### src/rtl/dmaen_pkg.sv
package dmaen_pkg;
  localparam int unsigned DEF_NUM_CH  = 4;
  localparam int unsigned DEF_ADDR_W  = 12;
  localparam int unsigned DEF_DATA_W  = 32;
  localparam int unsigned DEF_MASK_LSB = 8;
  localparam logic [11:0] DEF_OFFSET  = 12'h3A0;

  typedef enum logic [1:0] {
    ACT_HOLD   = 2'd0,
    ACT_SW     = 2'd1,
    ACT_HW_CLR = 2'd2
  } en_action_e;
endpackage

### src/rtl/dmaen_decode.sv
module dmaen_decode #(
  parameter int unsigned NUM_CH   = dmaen_pkg::DEF_NUM_CH,
  parameter int unsigned ADDR_W   = dmaen_pkg::DEF_ADDR_W,
  parameter int unsigned DATA_W   = dmaen_pkg::DEF_DATA_W,
  parameter int unsigned MASK_LSB = dmaen_pkg::DEF_MASK_LSB,
  parameter logic [ADDR_W-1:0] OFFSET = dmaen_pkg::DEF_OFFSET
) (
  input  logic [ADDR_W-1:0] bus_addr,
  input  logic              bus_we,
  input  logic              bus_re,
  input  logic [DATA_W-1:0] bus_wdata,
  output logic [NUM_CH-1:0] sw_sel,
  output logic [NUM_CH-1:0] sw_val,
  output logic              rd_hit
);
  logic addr_hit;
  logic unused_wdata;

  assign addr_hit     = (bus_addr == OFFSET);
  assign rd_hit       = bus_re && addr_hit;
  assign unused_wdata = ^bus_wdata;

  for (genvar n = 0; n < NUM_CH; n++) begin : g_sel
    assign sw_sel[n] = bus_we && addr_hit && bus_wdata[MASK_LSB+n];
    assign sw_val[n] = bus_wdata[n];
  end
endmodule

### src/rtl/dmaen_cell.sv
module dmaen_cell (
  input  logic clk,
  input  logic rst,
  input  logic sw_sel,
  input  logic sw_val,
  input  logic hw_done,
  output logic en_q
);
  import dmaen_pkg::*;

  en_action_e act;

  always_comb begin
    if (sw_sel)       act = ACT_SW;
    else if (hw_done) act = ACT_HW_CLR;
    else              act = ACT_HOLD;
  end

  always_ff @(posedge clk) begin
    if (rst) begin
      en_q <= 1'b0;
    end else begin
      case (act)
        ACT_SW:     en_q <= sw_val;
        ACT_HW_CLR: en_q <= 1'b0;
        default:    en_q <= en_q;
      endcase
    end
  end
endmodule

### src/rtl/dmaen_rdport.sv
module dmaen_rdport #(
  parameter int unsigned NUM_CH = dmaen_pkg::DEF_NUM_CH,
  parameter int unsigned DATA_W = dmaen_pkg::DEF_DATA_W
) (
  input  logic              clk,
  input  logic              rst,
  input  logic              rd_hit,
  input  logic [NUM_CH-1:0] en,
  output logic [DATA_W-1:0] rdata
);
  localparam int unsigned PAD_W = DATA_W - NUM_CH;

  always_ff @(posedge clk) begin
    if (rst)         rdata <= '0;
    else if (rd_hit) rdata <= {{PAD_W{1'b0}}, en};
    else             rdata <= '0;
  end
endmodule

### src/rtl/dma_chan_enable.sv
module dma_chan_enable #(
  parameter int unsigned NUM_CH   = dmaen_pkg::DEF_NUM_CH,
  parameter int unsigned ADDR_W   = dmaen_pkg::DEF_ADDR_W,
  parameter int unsigned DATA_W   = dmaen_pkg::DEF_DATA_W,
  parameter int unsigned MASK_LSB = dmaen_pkg::DEF_MASK_LSB,
  parameter logic [ADDR_W-1:0] OFFSET = dmaen_pkg::DEF_OFFSET
) (
  input  logic              clk,
  input  logic              rst,
  input  logic [ADDR_W-1:0] bus_addr,
  input  logic              bus_we,
  input  logic              bus_re,
  input  logic [DATA_W-1:0] bus_wdata,
  output logic [DATA_W-1:0] bus_rdata,
  input  logic [NUM_CH-1:0] chan_done,
  output logic [NUM_CH-1:0] chan_en
);
  logic [NUM_CH-1:0] sw_sel;
  logic [NUM_CH-1:0] sw_val;
  logic              rd_hit;

  dmaen_decode #(
    .NUM_CH(NUM_CH), .ADDR_W(ADDR_W), .DATA_W(DATA_W),
    .MASK_LSB(MASK_LSB), .OFFSET(OFFSET)
  ) u_decode (
    .bus_addr (bus_addr),
    .bus_we   (bus_we),
    .bus_re   (bus_re),
    .bus_wdata(bus_wdata),
    .sw_sel   (sw_sel),
    .sw_val   (sw_val),
    .rd_hit   (rd_hit)
  );

  for (genvar n = 0; n < NUM_CH; n++) begin : g_cell
    dmaen_cell u_cell (
      .clk    (clk),
      .rst    (rst),
      .sw_sel (sw_sel[n]),
      .sw_val (sw_val[n]),
      .hw_done(chan_done[n]),
      .en_q   (chan_en[n])
    );
  end

  dmaen_rdport #(.NUM_CH(NUM_CH), .DATA_W(DATA_W)) u_rdport (
    .clk   (clk),
    .rst   (rst),
    .rd_hit(rd_hit),
    .en    (chan_en),
    .rdata (bus_rdata)
  );
endmodule

### config.mk
export PLATFORM = sky130hd
export DESIGN_NAME = dma_chan_enable
export DESIGN_NICKNAME = d
export VERILOG_FILES = /design/src/rtl/dmaen_pkg.sv /design/src/rtl/dmaen_decode.sv /design/src/rtl/dmaen_cell.sv /design/src/rtl/dmaen_rdport.sv /design/src/rtl/dma_chan_enable.sv
export SDC_FILE = /design/constraint.sdc
export NUM_CORES = 1
export LEC_CHECK = 0
export BUFFER_PORTS_ARGS = -buffer_cell sky130_fd_sc_hd__buf_2
export CAP_MARGIN = 10
export CORE_MARGIN = 2
export CORE_UTILIZATION = 32
export CTS_CLUSTER_SIZE = 20
export DETAILED_ROUTE_END_ITERATION = 7
export MAX_ROUTING_LAYER = met4
export PLACE_DENSITY = 0.84
export SLEW_MARGIN = 15
export SYNTH_ARGS = -nofsm -noshare
export SYNTH_HDL_FRONTEND = slang
export SYNTH_SLANG_ARGS = --single-unit
### constraint.sdc
create_clock -name clk -period 2.15 [get_ports clk]
set_input_delay 0.1075 -clock clk [delete_from_list [all_inputs] [get_ports clk]]
set_output_delay 0.1075 -clock clk [all_outputs]
set_load 0.005 [all_outputs]
==> reports/qor.txt <==
GRT Util Overall: 0.0936
Vias: 480
Max capacitance violation total: 0
TritonCTS clock tree: yes
Port Buffers: 35
FF-to-FF End: g_cell[3].u_cell.en_q
Worst Path Max Fanout: 5
Syn-to-layout area delta: 14.8%
Final period util: 0.581
Area of the multi-input gates: 328 um^2
Outcome: finished clean
CP Launch Type: input port
HPWL Detailed: 991 um
Initial antenna violation count: 0
Storage element area: 160 um^2
Worst R2R Path Depth: 2
Min-Delay Path Class: input port to flip-flop
Slowest stage delay, CP: 0.57 ns
Core area: 1900 um^2
Arrival time at the worst endpoint: 1.42 ns
Hold path cells: 3
RSZ-0062 raised after global routing: false
WHS: 0.125 ns
Global route overflow: 0
FP Rows: 16
Peak supply drop: 0.141 mV
HP Start: bus_wdata[3]
Post-CTS sizing: 0
Antenna diodes: 0
Setup TNS: 0 ns
CTS max path bufs: 2
Die area: 2330 um^2
Pleak: 0.377 nW
Distinct cells, synth: 12
# IOs: 88
Final #Nets: 157
Via-to-Cell Ratio: 3.69
Reg2reg setup slack: 1.16 ns
Most area-consuming cells after synthesis: buf_4 38%, dfxtp_1 26%, mux2i_1 6.4%
DRC: 0
Top cell type's share of synthesized area: 0.383
ANT nets after route: 0
Register area share after synthesis: 0.255
Die width: 48.3 um
Instance count of the mapped netlist: 70
Final Skew: 0.000134 ns
CP cell instances: buf_2, or4b_4, nor4_1, mux2i_1
Worst endpoint required time: 2.32 ns
DR iter-0 viols: 5
Final setup viols: 0
Ratio of cells with drive above 1 in the final layout: 0.437
Synthesized area: 627 um^2
Clock Latency Late Sink: 0.24 ns
Power per cell area: 425 nW/um^2
Ys Warns: 0
Global-route wire length before repair: 1380 um
Clk root buf: clkbuf_4
Clock-pin slew on the worst setup and hold paths: 0.05 ns
Power after layout: 0.306 mW
Most frequent cells in the layout: 35 x buf_2, 28 x conb_1, 8 x dfxtp_1, 5 x nand2b_1
Depth of the CTS H-tree: 1
Slew Limit Fails: 0
# hold bufs at CTS: 0
Most common cell after layout, fill and taps aside: buf_2
Number of fill cells: 217
DRT Pass-1 Iters: 2
Hold EP: g_cell[3].u_cell.en_q
F_max: 0.800 GHz
Final Hold Fails: 0
Synth area leader: buf_4
Crit path time final: 1.25 ns
CTS Sinks: 8
DRT Wirelength: 1100 um
WS Path Type: input port to flip-flop
Wire length per cell: 8.42 um
Die height: 48.3 um
Critical Path End Type: flip-flop
Gpl congestion: 0.821
Vias in the first global route: 358
Initial core utilization: 0.330
Post-CTS Setup Repair Bufs: 0
Syn Area/Cell: 8.96 um^2
Critical Path Slowest Stage Cell: or4b_4
CTS Buf Count: 3
Largest net degree at the start of global routing: 10
FF+latch count, synth: 8
Reg2reg start: g_cell[3].u_cell.en_q
## synthesized netlist by cell type
master / n
mux2i_1: 4
or3b_2: 4
buf_4: 32
conb_1: 1
nand2_1: 4
and2_1: 4
dfxtp_1: 8
or4b_4: 2
nand2b_1: 5
nor4_1: 4
nand4bb_1: 1
nor4_2: 1
## per-stage QoR
stage	setup slack, ns	cell area, um^2	util	cells
6_report	0.901	719	0.378	130
5_1_grt	0.863	719	0.378	130
3_5_place_dp	0.623	697	0.366	127
4_1_cts	0.878	719	0.378	130
2_1_floorplan	0.888	728	-	97
3_3_place_gp	0.720	697	0.366	127
## registers in the layout (all words and copies together) (netlist names)
register            flops
g_cell.u_cell.en_q      4
u_rdport.rdata          4
## report_power, final
part	switching [mW]	internal, mW
clock	0.0468	0.0636
sequential	0.00000163	0.148
combinational	0.0243	0.0229
total	0.0710	0.235
## how the worst max path moves through the flow
stage | slack (ns) | endpoint | depth (start not counted) | startpoint
2_1_floorplan | 0.89 | g_cell[0].u_cell.en_q | 3 | bus_addr[6]
3_5_place_dp | 0.62 | g_cell[0].u_cell.en_q | 4 | bus_addr[6]
5_1_grt | 0.86 | g_cell[2].u_cell.en_q | 4 | bus_addr[6]
3_3_place_gp | 0.72 | g_cell[1].u_cell.en_q | 4 | bus_addr[6]
6_report | 0.90 | g_cell[0].u_cell.en_q | 4 | bus_addr[6]
4_1_cts | 0.88 | g_cell[0].u_cell.en_q | 4 | bus_addr[6]
## metal layers
| metal | GRT usage | vias to the layer above | routed length [um] |
|---|---|---|---|
| met1 | 0.112 | 195 | 418 |
| met5 | - | - | 0 |
| met2 | 0.129 | 41 | 503 |
| met4 | 0.0811 | 0 | 19 |
| met3 | 0.0222 | 2 | 154 |
| li1 | - | 242 | - |
## final cells by class
cell class	instances	share of cell area
clock buffers	3	0.0313
multi-input cells	57	0.456
flip-flops and latches	8	0.223
well taps	27	0.0470
repair buffers	35	0.243
## critical path: cells and delay by family
kind	cells	cell delay [ns]
and+or+nand+nor	2	0.99
buffers and inverters	1	0.09
muxes	1	0.24
## logic make-up (layout without fill, tap and decap cells)
family | Yosys count | count (layout) | synth area share
AND/OR/NAND/NOR | 25 | 25 | 0.291
other | 1 | 28 | 0.00598
multiplexers | 4 | 4 | 0.0639
flip-flops | 8 | 8 | 0.255
buffers and inverters | 32 | 38 | 0.383
Power figures use the tool's default switching activity.
